===== config.mk =====
export PLATFORM = sky130hd
export DESIGN_NAME = prf_nat_regfile
export DESIGN_NICKNAME = d
export VERILOG_FILES = /design/src/rtl/prf_pkg.sv /design/src/rtl/prf_poison_calc.sv /design/src/rtl/prf_read_port.sv /design/src/rtl/prf_check_unit.sv /design/src/rtl/prf_nat_regfile.sv
export SDC_FILE = /design/constraint.sdc
export NUM_CORES = 1
export LEC_CHECK = 0
export CAP_MARGIN = 20
export CORE_MARGIN = 4
export CORE_UTILIZATION = 25
export CTS_CLUSTER_SIZE = 28
export DETAILED_ROUTE_END_ITERATION = 16
export DONT_BUFFER_PORTS = 1
export GPL_ROUTABILITY_DRIVEN = 0
export PLACE_DENSITY_LB_ADDON = 0.1
export SLEW_MARGIN = 20
export SYNTH_ARGS = -nofsm -noshare
export SYNTH_HDL_FRONTEND = slang
export SYNTH_HIERARCHICAL = 1
export SYNTH_SLANG_ARGS = --single-unit

===== constraint.sdc =====
create_clock -name clk -period 3.1 [get_ports clk]
set_input_delay 0.465 -clock clk [delete_from_list [all_inputs] [get_ports clk]]
set_output_delay 0.465 -clock clk [all_outputs]
set_load 0.1 [all_outputs]

===== src/rtl/prf_pkg.sv =====
package prf_pkg;
   typedef enum logic [1:0] {
      WK_IDLE   = 2'd0,
      WK_COMMIT = 2'd1,
      WK_TRAP   = 2'd2
   } wr_kind_e;

   function automatic wr_kind_e classify(input logic en, input logic spec, input logic fault);
      if (!en)                return WK_IDLE;
      else if (fault && !spec) return WK_TRAP;
      else                    return WK_COMMIT;
   endfunction
endpackage


===== src/rtl/prf_poison_calc.sv =====
module prf_poison_calc #(
   parameter int NUM_REGS = 16,
   parameter int NUM_SRC  = 2,
   parameter int IDX_W    = 4
) (
   input  logic [NUM_REGS-1:0]      poison_vec,
   input  logic [NUM_SRC*IDX_W-1:0] src_idx,
   input  logic [NUM_SRC-1:0]       src_use,
   input  logic                     spec,
   input  logic                     fault,
   output logic                     poison_out
);
   logic [NUM_SRC-1:0] src_hit;

   generate
      for (genvar g = 0; g < NUM_SRC; g++) begin : g_src
         assign src_hit[g] = src_use[g] & poison_vec[src_idx[g*IDX_W +: IDX_W]];
      end
   endgenerate

   // own deferred fault, or inherited from any used source
   assign poison_out = (spec & fault) | (|src_hit);
endmodule


===== src/rtl/prf_read_port.sv =====
module prf_read_port #(
   parameter int NUM_REGS    = 16,
   parameter int DATA_W      = 32,
   parameter int IDX_W       = 4,
   parameter bit WRITE_FIRST = 1'b1
) (
   input  logic [DATA_W-1:0]   regs [NUM_REGS],
   input  logic [NUM_REGS-1:0] poison_vec,
   input  logic [IDX_W-1:0]    rd_idx,
   input  logic                byp_en,
   input  logic [IDX_W-1:0]    byp_idx,
   input  logic [DATA_W-1:0]   byp_data,
   input  logic                byp_poison,
   output logic [DATA_W-1:0]   rd_data,
   output logic                rd_poison
);
   generate
      if (WRITE_FIRST) begin : g_write_first
         always_comb begin
            if (byp_en && (byp_idx == rd_idx)) begin
               rd_data   = byp_data;
               rd_poison = byp_poison;
            end else begin
               rd_data   = regs[rd_idx];
               rd_poison = poison_vec[rd_idx];
            end
         end
      end else begin : g_read_first
         assign rd_data   = regs[rd_idx];
         assign rd_poison = poison_vec[rd_idx];
      end
   endgenerate
endmodule


===== src/rtl/prf_check_unit.sv =====
module prf_check_unit #(
   parameter int NUM_REGS = 16,
   parameter int IDX_W    = 4
) (
   input  logic                clk,
   input  logic                rst_n,
   input  logic [NUM_REGS-1:0] poison_vec,
   input  logic                chk_en,
   input  logic [IDX_W-1:0]    chk_idx,
   input  logic                byp_en,
   input  logic [IDX_W-1:0]    byp_idx,
   input  logic                byp_poison,
   output logic                chk_exc,
   output logic [IDX_W-1:0]    chk_exc_idx
);
   logic poison_eff;

   assign poison_eff = (byp_en && (byp_idx == chk_idx)) ? byp_poison : poison_vec[chk_idx];

   always_ff @(posedge clk or negedge rst_n) begin
      if (!rst_n) begin
         chk_exc     <= 1'b0;
         chk_exc_idx <= '0;
      end else begin
         chk_exc <= chk_en & poison_eff;
         if (chk_en) chk_exc_idx <= chk_idx;
      end
   end

   AST_EXC_NEEDS_CHECK: assert property (@(posedge clk) disable iff (!rst_n)
      chk_exc |-> $past(chk_en)) else $error("exception without check");
   AST_IDX_HOLDS_IDLE: assert property (@(posedge clk) disable iff (!rst_n)
      !chk_en |=> $stable(chk_exc_idx)) else $error("index moved while idle");
endmodule


===== src/rtl/prf_nat_regfile.sv =====
module prf_nat_regfile #(
   parameter int NUM_REGS    = 16,
   parameter int DATA_W      = 32,
   parameter int NUM_RD      = 2,
   parameter int NUM_SRC     = 2,
   parameter bit WRITE_FIRST = 1'b1,
   localparam int IDX_W      = $clog2(NUM_REGS)
) (
   input  logic                     clk,
   input  logic                     rst_n,
   input  logic                     wr_en,
   input  logic [IDX_W-1:0]         wr_idx,
   input  logic [DATA_W-1:0]        wr_data,
   input  logic                     wr_spec,
   input  logic                     wr_fault,
   input  logic [NUM_SRC*IDX_W-1:0] wr_src_idx,
   input  logic [NUM_SRC-1:0]       wr_src_use,
   input  logic [NUM_RD*IDX_W-1:0]  rd_idx,
   output logic [NUM_RD*DATA_W-1:0] rd_data,
   output logic [NUM_RD-1:0]        rd_poison,
   input  logic                     chk_en,
   input  logic [IDX_W-1:0]         chk_idx,
   output logic                     chk_exc,
   output logic [IDX_W-1:0]         chk_exc_idx,
   output logic                     exc_now
);
   import prf_pkg::*;

   initial begin
      AST_PARAM_REGS: assert (NUM_REGS >= 2 && (1 << IDX_W) == NUM_REGS)
         else $error("NUM_REGS must be a power of two, at least 2");
      AST_PARAM_PORTS: assert (NUM_RD >= 1 && NUM_SRC >= 1 && DATA_W >= 1)
         else $error("need a read port, a source slot and data bits");
   end

   logic [DATA_W-1:0]   data_q [NUM_REGS];
   logic [NUM_REGS-1:0] poison_q;
   logic                new_poison;
   logic                commit;
   wr_kind_e            wr_kind;

   assign wr_kind = classify(wr_en, wr_spec, wr_fault);
   assign commit  = (wr_kind == WK_COMMIT);
   assign exc_now = (wr_kind == WK_TRAP);

   prf_poison_calc #(.NUM_REGS(NUM_REGS), .NUM_SRC(NUM_SRC), .IDX_W(IDX_W)) i_calc (
      .poison_vec(poison_q),
      .src_idx   (wr_src_idx),
      .src_use   (wr_src_use),
      .spec      (wr_spec),
      .fault     (wr_fault),
      .poison_out(new_poison)
   );

   always_ff @(posedge clk or negedge rst_n) begin
      if (!rst_n) begin
         poison_q <= '0;
         for (int i = 0; i < NUM_REGS; i++) data_q[i] <= '0;
      end else if (commit) begin
         data_q[wr_idx]   <= wr_data;
         poison_q[wr_idx] <= new_poison;
      end
   end

   generate
      for (genvar p = 0; p < NUM_RD; p++) begin : g_rd
         prf_read_port #(.NUM_REGS(NUM_REGS), .DATA_W(DATA_W), .IDX_W(IDX_W),
                         .WRITE_FIRST(WRITE_FIRST)) i_port (
            .regs      (data_q),
            .poison_vec(poison_q),
            .rd_idx    (rd_idx[p*IDX_W +: IDX_W]),
            .byp_en    (commit),
            .byp_idx   (wr_idx),
            .byp_data  (wr_data),
            .byp_poison(new_poison),
            .rd_data   (rd_data[p*DATA_W +: DATA_W]),
            .rd_poison (rd_poison[p])
         );
      end
   endgenerate

   prf_check_unit #(.NUM_REGS(NUM_REGS), .IDX_W(IDX_W)) i_check (
      .clk        (clk),
      .rst_n      (rst_n),
      .poison_vec (poison_q),
      .chk_en     (chk_en),
      .chk_idx    (chk_idx),
      .byp_en     (commit),
      .byp_idx    (wr_idx),
      .byp_poison (new_poison),
      .chk_exc    (chk_exc),
      .chk_exc_idx(chk_exc_idx)
   );

   AST_SPEC_FAULT_POISONS: assert property (@(posedge clk) disable iff (!rst_n)
      (wr_en && wr_spec && wr_fault) |=> poison_q[$past(wr_idx)]) else $error("no poison stored");
   AST_TRAP_KEEPS_STATE: assert property (@(posedge clk) disable iff (!rst_n)
      (wr_en && wr_fault && !wr_spec) |=> $stable(poison_q)) else $error("trap changed poison");
   AST_CLEAN_WRITE_CLEARS: assert property (@(posedge clk) disable iff (!rst_n)
      (commit && !new_poison) |=> !poison_q[$past(wr_idx)]) else $error("poison not cleared");
endmodule


**Yosys cells after proc, flatten, opt, wreduce, memory -nomap -nowiden**

Index checks and enable logic that the tools add are counted.

- Bitwise gates (word level): 8
- Reduce and logical (&&, ||, !) cells: 8
- Equality and inequality tests: 5
- Add/subtract/negate cells: 0
- Divide/modulo/power cells: 0
- $lt $le $gt $ge: 11
- Multipliers: 0
- Shifts and indexed selects: 0
- Muxes and demuxes: 29

Operator list:

| kind | count |
|---|---|
| 512-bit bitwise mux | 1 |
| 32-bit binary-select mux with 4-bit select | 2 |
| 32-bit 2-to-1 mux | 7 |
| 32-bit demux with 4-bit select | 1 |
| 4-bit by 5-bit < comparator with 1-bit output, second input constant | 6 |
| 1-bit binary-select mux with 4-bit select | 5 |
| 16-bit bitwise mux | 1 |
| 5-bit greater-or-equal comparator, second input constant | 3 |
| 4-bit NOT with 5-bit output | 3 |
| 4-bit == test | 3 |
| 1-bit 2-to-1 mux | 9 |
| 1-bit logical AND | 6 |
| 5-bit by 1-bit < comparator with 1-bit output, second input constant | 1 |
| 1-bit bitwise AND | 4 |
| 1-bit demux with 4-bit select | 1 |
| 4-bit by 1-bit greater-or-equal comparator with 1-bit output, second input constant | 1 |
| 2-bit 2-to-1 mux | 2 |
| 2-bit by 1-bit == test with 1-bit output, second input constant | 1 |
| 2-bit == test, second input constant | 1 |
| 2-bit OR reduction | 1 |
| 1-bit logical NOT | 1 |
| 1-bit OR | 1 |

- Bits in latches: 0
- RAM bits: 0
- Logic and storage cells: 80
- Input bits: 64
- Register bits: 533
- Memories kept: 0
- Bits in read-only memories: 0

**Logic depth before layout (Yosys ltp)**

Gate-level depths: netlist of the first run.

- Depth after elaboration: 8
- Depth in mapped cells: 7
- Mapped depth without buffers: 6

**By module**

Netlist of the first run, hierarchy kept.

By module, submodules not included:

| module | times used | cells each | area an instance (µm²) |
|---|---|---|---|
| prf_nat_regfile | 1 | 1175 | 20000.4 |
| prf_read_port | 2 | 320 | 4327.9 |
| prf_check_unit | 1 | 27 | 384.1 |
| prf_poison_calc | 1 | 26 | 305.3 |

**Worst setup path before layout of the first run**

No wires, ideal clock.

- Path kind: input-to-output
- Start: input port wr_src_idx[0]
- End: output port rd_poison[0]
- Setup slack: 0.458 ns
- Arrival: 2.177 ns
- Stages on the path: 6
- Required time: 2.635 ns
- Path through: buf_6 mux4_1 mux2i_1 nor3b_1 a311o_1 mux2_2

- Word-level cells in the longest chain between the ends: 6

RTL lines:

| item | RTL line | text |
|---|---|---|
| start, declared | prf_nat_regfile.sv:16 | `input logic [NUM_SRC*IDX_W-1:0] wr_src_idx,` |
| 1-bit binary-select mux with 4-bit select | prf_poison_calc.sv:17 | `assign src_hit[g] = src_use[g] & poison_vec[src_idx[g*IDX_W +: IDX_W]];` |
| 1-bit 2-to-1 mux (not written as such) | prf_poison_calc.sv:17 |  |
| 1-bit bitwise AND | prf_poison_calc.sv:17 |  |
| 2-bit OR reduction | prf_poison_calc.sv:22 | `assign poison_out = (spec & fault) \| (\|src_hit);` |
| 1-bit OR | prf_poison_calc.sv:22 |  |
| named net new_poison | prf_nat_regfile.sv:38 | `logic new_poison;` |
| 1-bit 2-to-1 mux | prf_read_port.sv:20 | `if (byp_en && (byp_idx == rd_idx)) begin` |
| end, declared | prf_nat_regfile.sv:20 | `output logic [NUM_RD-1:0] rd_poison,` |

The timed path passes the listed nets, and every way through them passes these cells. The select of a mux whose other input is x is not followed.

**Worst setup path after layout of the first run**

- Start: register poison_q[15]
- End: output port rd_poison[0]

- Word-level cells in the longest chain between the ends: 6
- Elaborated cells between the ends (all ways): 11
- Classes of those cells: mux: 7; bitwise: 3; reduce/logical: 1

RTL lines:

| item | RTL line | text |
|---|---|---|
| start, declared | prf_nat_regfile.sv:37 | `logic [NUM_REGS-1:0] poison_q;` |
| start signal, assigned by index | prf_nat_regfile.sv:61 | `poison_q[wr_idx] <= new_poison;` |
| 1-bit binary-select mux with 4-bit select | prf_poison_calc.sv:17 |  |
| 1-bit 2-to-1 mux (not written as such) | prf_poison_calc.sv:17 |  |
| 1-bit bitwise AND | prf_poison_calc.sv:17 |  |
| 2-bit OR reduction (*) | prf_poison_calc.sv:22 |  |
| 1-bit OR (*) | prf_poison_calc.sv:22 |  |
| named net new_poison | prf_nat_regfile.sv:38 |  |
| 1-bit 2-to-1 mux (*) | prf_read_port.sv:20 |  |

The timed path passes the listed nets; every way through them passes the cells marked *. The select of a mux whose other input is x is not followed.

==> insert_results.sql, run 1 <==
INSERT INTO impl_metrics (metric_group, metric, value, unit) VALUES
('critical_path', 'setup_crit_path_kind', 'reg -> out', ''),
('global_route', 'grt_first_pass_wirelength', '146', 'mm'),
('routing', 'antenna_left', '0', ''),
('global_route', 'globalRoute.totalOverflow', '0', ''),
('logic_synthesis', 'post_synth_inst_count', '1868', ''),
('critical_path', 'critPathMaxStageDelay', '0.49', 'ns'),
('pwr', 'powerDensity', '735', 'mW/mm^2'),
('global_route', 'via_count_of_the_first_global_routing_pass', '20000', ''),
('die', 'num_rows', '125', ''),
('timing', 'hold_viol', '533', ''),
('critical_path', 'worst_setup_path_start_kind', 'register', ''),
('clock_tree', 'tritoncts', 'yes', ''),
('timing', 'max_slew_vio_count', '361', ''),
('critical_path', 'cp_cell_sequence', 'mux4_2, mux2i_1, nand2_1, a311o_1, mux2_4, buf_12', ''),
('pwr', 'power.leakage', '14.1', 'nW'),
('logic_synthesis', 'synthDominantAreaCellType', 'dfrtp_1', ''),
('global_route', 'grt.total_usage', '16.3', '%'),
('die', 'design.portCount', '136', ''),
('job', 'drv_cap', '0', ''),
('die', 'die_w', '351', 'um'),
('logic_synthesis', 'syn_nets', '1932', ''),
('place', 'dp_slack', '0.463', 'ns'),
('clock_tree', 'cts-root-buf', 'clkbuf_16', ''),
('routing', 'drt_iter0_drc', '824', ''),
('final_layout', 'layout.filler_cells', '11500', ''),
('final_layout', 'layout-drive-gt1-share', '56.5', '%'),
('logic_synthesis', 'summed_instance_area_of_the_synthesized_netlist', '0.0293', 'mm^2'),
('timing', 'relSlewSlack', '-17.1', '%'),
('die', 'die_h', '351', 'um'),
('critical_path', 'worst-r2r-setup-slack', '0.73', 'ns'),
('timing', 'final-setup-viol-count', '0', ''),
('timing', 'final_period_minus_worst_setup_slack', '3.05', 'ns'),
('pwr', 'ir_drop', '0.000355', 'V'),
('logic_synthesis', 'ys.flop_type', 'dfrtp_1', ''),
('die', 'initial_core_utilization', '25.2', '%'),
('clock_tree', 'cts_inserted_buffers', '69', ''),
('logic_synthesis', 'synth_largest_type_area_fraction', '45.5', '%'),
('clock_tree', 'cts_max_path_buffers', '3', ''),
('status', 'violations', 'negative hold slack, max-slew violations', ''),
('routing', 'routedWlPerCell', '28.4', 'um'),
('timing', 'finalClockSkew', '0.0115', 'ns'),
('timing', 'max_freq', '328', 'MHz'),
('routing', 'drc_violation_count_after_routing', '0', ''),
('worst_hold_path', 'hold_path.class', 'in -> async', ''),
('timing', 'min_period_over_period', '98.4', '%'),
('critical_path', 'cp_data_required_time', '2.63', 'ns'),
('logic_synthesis', 'synthesis.yosys.warnings', '6', ''),
('logic_synthesis', 'postSynthAreaPerCell', '15.7', 'um^2'),
('critical_path', 'arrival', '2.59', 'ns'),
('place', 'dp_hpwl', '52.1', 'mm'),
('die', 'std_cell_core_area', '0.116', 'mm^2'),
('routing', 'drtPass1Iterations', '5', ''),
('pwr', 'total_power', '25.7', 'mW'),
('status', 'outcome', 'finished with violations', ''),
('routing', 'wl', '99.3', 'mm'),
('global_route', 'grt_start_max_net_pins', '534', ''),
('timing', 'grt_setup_unrepaired', 'true', ''),
('global_route', 'grt_antenna_before_repair', '0', ''),
('clock_tree', 'worst_skew_pair.late_latency', '0.62', 'ns'),
('logic_synthesis', 'synth.most_common_cell', 'mux2_2', ''),
('die', 'die-area', '0.123', 'mm^2'),
('logic_synthesis', 'synth_edf_count', '0', ''),
('final_layout', 'antenna_diode_count', '0', ''),
('logic_synthesis', 'ff_latch_count_synth', '533', ''),
('timing', 'whs', '-0.414', 'ns'),
('final_layout', 'design.final.nets', '1988', ''),
('critical_path', 'critical-path-slowest-cell', 'mux4_2', ''),
('routing', 'via_count', '17800', ''),
('logic_synthesis', 'postSynth.asyncResetShare', '100', '%'),
('clock_tree', 'cts_hold_buffers', '41', ''),
('place', 'place_area', '0.0322', 'mm^2');
-- path summary, 6_finish.rpt --
path                                           from                        end  cells after the start
max                        poison_q[15]$_DFFE_PN0P_               rd_poison[0]                      6
min                                           rst_n    data_q[249]$_DFFE_PN0P_                      0
max reg2reg                poison_q[15]$_DFFE_PN0P_    poison_q[3]$_DFFE_PN0P_                      8
min reg2reg                 data_q[121]$_DFFE_PN0P_    data_q[121]$_DFFE_PN0P_                      1
max in group asynchronous                     rst_n    poison_q[3]$_DFFE_PN0P_                      0
min in group clk                             chk_en  i_check/chk_exc$_DFF_PN0_                      3
-- sequential cells by signal (all words and copies together), names as in the netlist --
register,cells
i_check/chk_exc,1
data_q,512
poison_q,16
i_check/chk_exc_idx,4
-- power by group --
part | internal [mW] | switching [mW]
logic | 4.16 | 3.57
registers | 8.64 | 1.23
clock network | 4.85 | 3.27
total | 17.6 | 8.08
-- critical path, delay by kind of cell, from the launching register on --
kind            cells  cell delay [ns]
compound gates      1             0.37
buf+inv             1             0.17
flops               1             0.42
mux                 3             0.93
simple gates        1             0.07
-- repair_timing --
| action | in CTS | in global routing |
|---|---|---|
| pin swaps | 1 | 1 |
| endpoints found under the setup margin | 2 | 2 |
| resized for setup | 7 | 3 |
| setup buffers | 6 | 7 |
| endpoints found under the hold margin | 1050 | 533 |
-- final cells by class --
cell class	instances	area, um^2	area share (%)
multi-input cells	1147	15000	42.9
flip-flops and latches	533	13300	38.2
repair buffers	171	2450	7.00
clock buffers	102	2050	5.87
well taps	1524	1910	5.45
clock inverters	22	213	0.608
inverters	2	7.51	0.0215
-- layout by cell type (no fill, tap or decap), drive strengths merged, types with 14 or more instances in the layout --
cell type / count
a22oi: 128
clkinv: 14
clkbuf: 102
nand2: 71
dfrtp: 533
mux2: 599
dlygate4sd3: 41
buf: 130
mux4: 276
-- metal layers --
metal / part of all wire, % / GRT usage [%] / vias up / wire length, um
li1: - / - / 7446 / -
met1: 42 / 20.4 / 9838 / 41900
met2: 51 / 29.0 / 383 / 51000
met3: 4.2 / 2.85 / 126 / 4200
met4: 2.2 / 4.44 / 0 / 2220
met5: 0 / 0 / - / 0
-- through the flow --
stage,cells,util [%]
6_report,3501,30.1
2_1_floorplan,1868,-
5_1_grt,3501,30.1
3_5_place_dp,3323,27.7
4_1_cts,3494,30.0
3_3_place_gp,3323,27.7
-- kinds of logic (layout without fill, tap and decap cells) --
| family | after synthesis | in the layout | synth area share, % |
|---|---|---|---|
| AO/OA/AOI/OAI | 132 | 132 | 3.39 |
| XOR/XNOR | 12 | 12 | 0.358 |
| buffers and inverters | 188 | 297 | 3.80 |
| flip-flops | 533 | 533 | 45.5 |
| multiplexers | 885 | 885 | 44.6 |
| AND/OR/NAND/NOR | 118 | 118 | 2.40 |
(Power assumes the default switching activity.)
==> inputs of run 2 (changes only) <==
--- a/config.mk
+++ b/config.mk
@@ -8,7 +8,7 @@
 export CAP_MARGIN = 20
 export CORE_MARGIN = 4
 export CORE_UTILIZATION = 25
-export CTS_CLUSTER_SIZE = 28
+export CTS_CLUSTER_SIZE = 20
 export DETAILED_ROUTE_END_ITERATION = 16
 export DONT_BUFFER_PORTS = 1
 export GPL_ROUTABILITY_DRIVEN = 0
==> run 2 against run 1 <==
  * The flow still finishes with violations (negative hold slack, max-slew violations)
  * Global-route usage about the same
  * Clock skew down 0.0029 ns
  * Power down 0.49%
  * Sequential share of layout area about the same
  * Via count up 0.12%
==> insert_results.sql, run 2 (synthesized netlist as in run 1, its figures left out) <==
INSERT INTO impl_metrics (metric_group, metric, value, unit) VALUES
('final_layout', 'largest_register_ff_count', '512', ''),
('final_layout', 'utilization_of_the_core_after_routing', '30.0', '%'),
('routing', 'drt_iter0_drc', '864', ''),
('final_layout', 'finish.cell_count_without_fillers', '3498', ''),
('timing', 'min_period_over_period', '98.2', '%'),
('die', 'design.portCount', '136', ''),
('pwr', 'ir_drop', '0.000383', 'V'),
('global_route', 'grt_start_max_net_pins', '534', ''),
('final_layout', 'layout.filler_cells', '11500', ''),
('final_layout', 'design.final.nets', '1987', ''),
('worst_hold_path', 'hold_path.class', 'in -> async', ''),
('final_layout', 'mostFrequentLayoutCells', 'mux2_2, dfrtp_1, mux4_2, a22oi_1, buf_12', ''),
('clock_tree', 'sinks_on_clock_net', '533', ''),
('critical_path', 'highest_net_fanout_along_the_worst_path', '4', ''),
('critical_path', 'setup_crit_path_kind', 'reg -> out', ''),
('global_route', 'globalRoute.totalOverflow', '0', ''),
('clock_tree', 'tritoncts', 'yes', ''),
('pwr', 'power.leakage', '14.1', 'nW'),
('final_layout', 'layout-drive-gt1-share', '56.4', '%'),
('routing', 'drtPass1Iterations', '4', ''),
('timing', 'hold_viol', '301', ''),
('critical_path', 'worst_setup_path_start_kind', 'register', ''),
('critical_path', 'worstSetupEndpointType', 'primary output', ''),
('clock_tree', 'cts_inserted_buffers', '68', ''),
('routing', 'wl', '99.6', 'mm'),
('final_layout', 'layout_commonest_cell', 'mux2_2', ''),
('timing', 'relSlewSlack', '-69.4', '%'),
('critical_path', 'cp_cell_sequence', 'mux4_2, mux2i_1, nand2_1, a311o_1, mux2_4, buf_12', ''),
('critical_path', 'cp_data_required_time', '2.63', 'ns'),
('timing', 'finalClockSkew', '0.00860', 'ns'),
('timing', 'final_period_minus_worst_setup_slack', '3.04', 'ns'),
('final_layout', 'final_cell_area', '0.0349', 'mm^2'),
('final_layout', 'antenna_diode_count', '0', ''),
('final_layout', 'biggestRegsByFlops', 'data_q (512), poison_q (16), i_check/chk_exc_idx (4)', ''),
('die', 'std_cell_core_area', '0.116', 'mm^2'),
('global_route', 'via_count_of_the_first_global_routing_pass', '20000', ''),
('critical_path', 'arrival', '2.58', 'ns'),
('clock_tree', 'clkTransAtPathRegs', '0.06', 'ns'),
('timing', 'whs', '-0.414', 'ns'),
('die', 'die_h', '351', 'um'),
('critical_path', 'critPathMaxStageDelay', '0.48', 'ns'),
('die', 'die_w', '351', 'um'),
('timing', 'setup_tns', '0', 'ns'),
('clock_tree', 'htreeDepth', '3', ''),
('die', 'die-area', '0.123', 'mm^2'),
('timing', 'final-setup-viol-count', '0', ''),
('timing', 'grt_setup_unrepaired', 'true', ''),
('routing', 'route.detailed.vias_per_inst', '5.09', ''),
('final_layout', 'syn_to_final_growth', '19.1', '%'),
('routing', 'drc_violation_count_after_routing', '0', ''),
('clock_tree', 'cts-root-buf', 'clkbuf_16', ''),
('place', 'placedCellCount', '3323', ''),
('place', 'dp_hpwl', '52.1', 'mm'),
('routing', 'antenna_left', '0', ''),
('clock_tree', 'worst_skew_pair.late_latency', '0.61', 'ns'),
('status', 'outcome', 'finished with violations', ''),
('clock_tree', 'cts_hold_buffers', '41', ''),
('routing', 'via_count', '17800', ''),
('final_layout', 'regMostFlops', 'data_q', ''),
('place', 'numPortBuffers', '0', ''),
('job', 'drv_cap', '0', ''),
('pwr', 'powerDensity', '732', 'mW/mm^2'),
('global_route', 'grt.total_usage', '16.3', '%'),
('status', 'violations', 'negative hold slack, max-slew violations', ''),
('timing', 'max_slew_vio_count', '404', ''),
('place', 'place_area', '0.0322', 'mm^2'),
('timing', 'timing_worst_slew_pin_value', '2.54', 'ns'),
('die', 'num_rows', '125', ''),
('die', 'initial_core_utilization', '25.2', '%'),
('routing', 'routedWlPerCell', '28.5', 'um'),
('clock_tree', 'cts_max_path_buffers', '3', ''),
('global_route', 'grt_first_pass_wirelength', '146', 'mm'),
('critical_path', 'critical-path-slowest-cell', 'mux4_2', ''),
('timing', 'max_freq', '329', 'MHz'),
('global_route', 'grt_antenna_before_repair', '0', '');
run 2: worst max-delay path, delay by kind of cell (launching register included):
kind,cells,cell delay [ns]
buffers and inverters,1,0.17
and+or+nand+nor,1,0.07
AOI/OAI and AO/OA,1,0.37
DFF,1,0.43
muxes,3,0.92
run 2: final timing paths:
kind	from	end	slack (ns)	depth (start not counted)
worst max-delay path	poison_q[14]$_DFFE_PN0P_	rd_poison[0]	0.06	6
min in group clk	chk_en	i_check/chk_exc$_DFF_PN0_	0.09	3
worst min register to register	data_q[79]$_DFFE_PN0P_	data_q[79]$_DFFE_PN0P_	0.50	1
worst max register to register	poison_q[14]$_DFFE_PN0P_	poison_q[3]$_DFFE_PN0P_	0.74	8
max in group asynchronous	rst_n	poison_q[3]$_DFFE_PN0P_	1.35	0
worst min-delay path	rst_n	data_q[249]$_DFFE_PN0P_	-0.41	0
run 2: through the flow:
stage / hold slack (ns) / worst slack, ns / power, mW
2_1_floorplan: 0.169 / 0.458 / 15.4
3_5_place_dp: 0.242 / 0.463 / 17.6
4_1_cts: -0.430 / 0.00761 / 26.0
5_1_grt: -0.453 / -0.0548 / 26.9
3_3_place_gp: 0.235 / 0.474 / 17.3
6_report: -0.414 / 0.0569 / 25.6
run 2: final cells by class:
cell class              instances  area [um^2]  share of cell area (%)
clock inverters                15          138                   0.394
clock buffers                 106         2100                    6.00
flip-flops and latches        533        13300                    38.2
well taps                    1524         1910                    5.46
multi-input cells            1147        15000                    42.9
repair buffers                171         2450                    7.01
inverters                       2         7.51                  0.0215
run 2: where the power goes:
group          internal, mW  switching (mW)  total (mW)  leakage (nW)
logic                  4.16            3.58        7.74          6.39
registers              8.64            1.23        9.87          6.61
clock network          4.74            3.24        7.99          1.10
total                  17.5            8.05        25.6          14.1
run 2: layer usage:
layer,up-vias,GRT usage (%),routed length (um)
met5,-,0,0
met4,0,4.37,2220
met2,353,29.1,51300
li1,7445,-,-
met3,130,2.79,3830
met1,9886,20.4,42200
run 2: what timing repair did:
action,4_1_cts,5_1_grt
endpoints found under the setup margin,2,2
endpoints found under the hold margin,1050,533
pin swaps,1,1
gates resized for setup,7,3
buffers inserted,6,7
==> inputs of run 3 (changes only) <==
--- a/config.mk
+++ b/config.mk
@@ -8,7 +8,6 @@
 export CAP_MARGIN = 20
 export CORE_MARGIN = 4
 export CORE_UTILIZATION = 25
-export CTS_CLUSTER_SIZE = 20
 export DETAILED_ROUTE_END_ITERATION = 16
 export DONT_BUFFER_PORTS = 1
 export GPL_ROUTABILITY_DRIVEN = 0
==> results of run 3 <==
Final layout, timing and power as in run 1 (identical DEF).
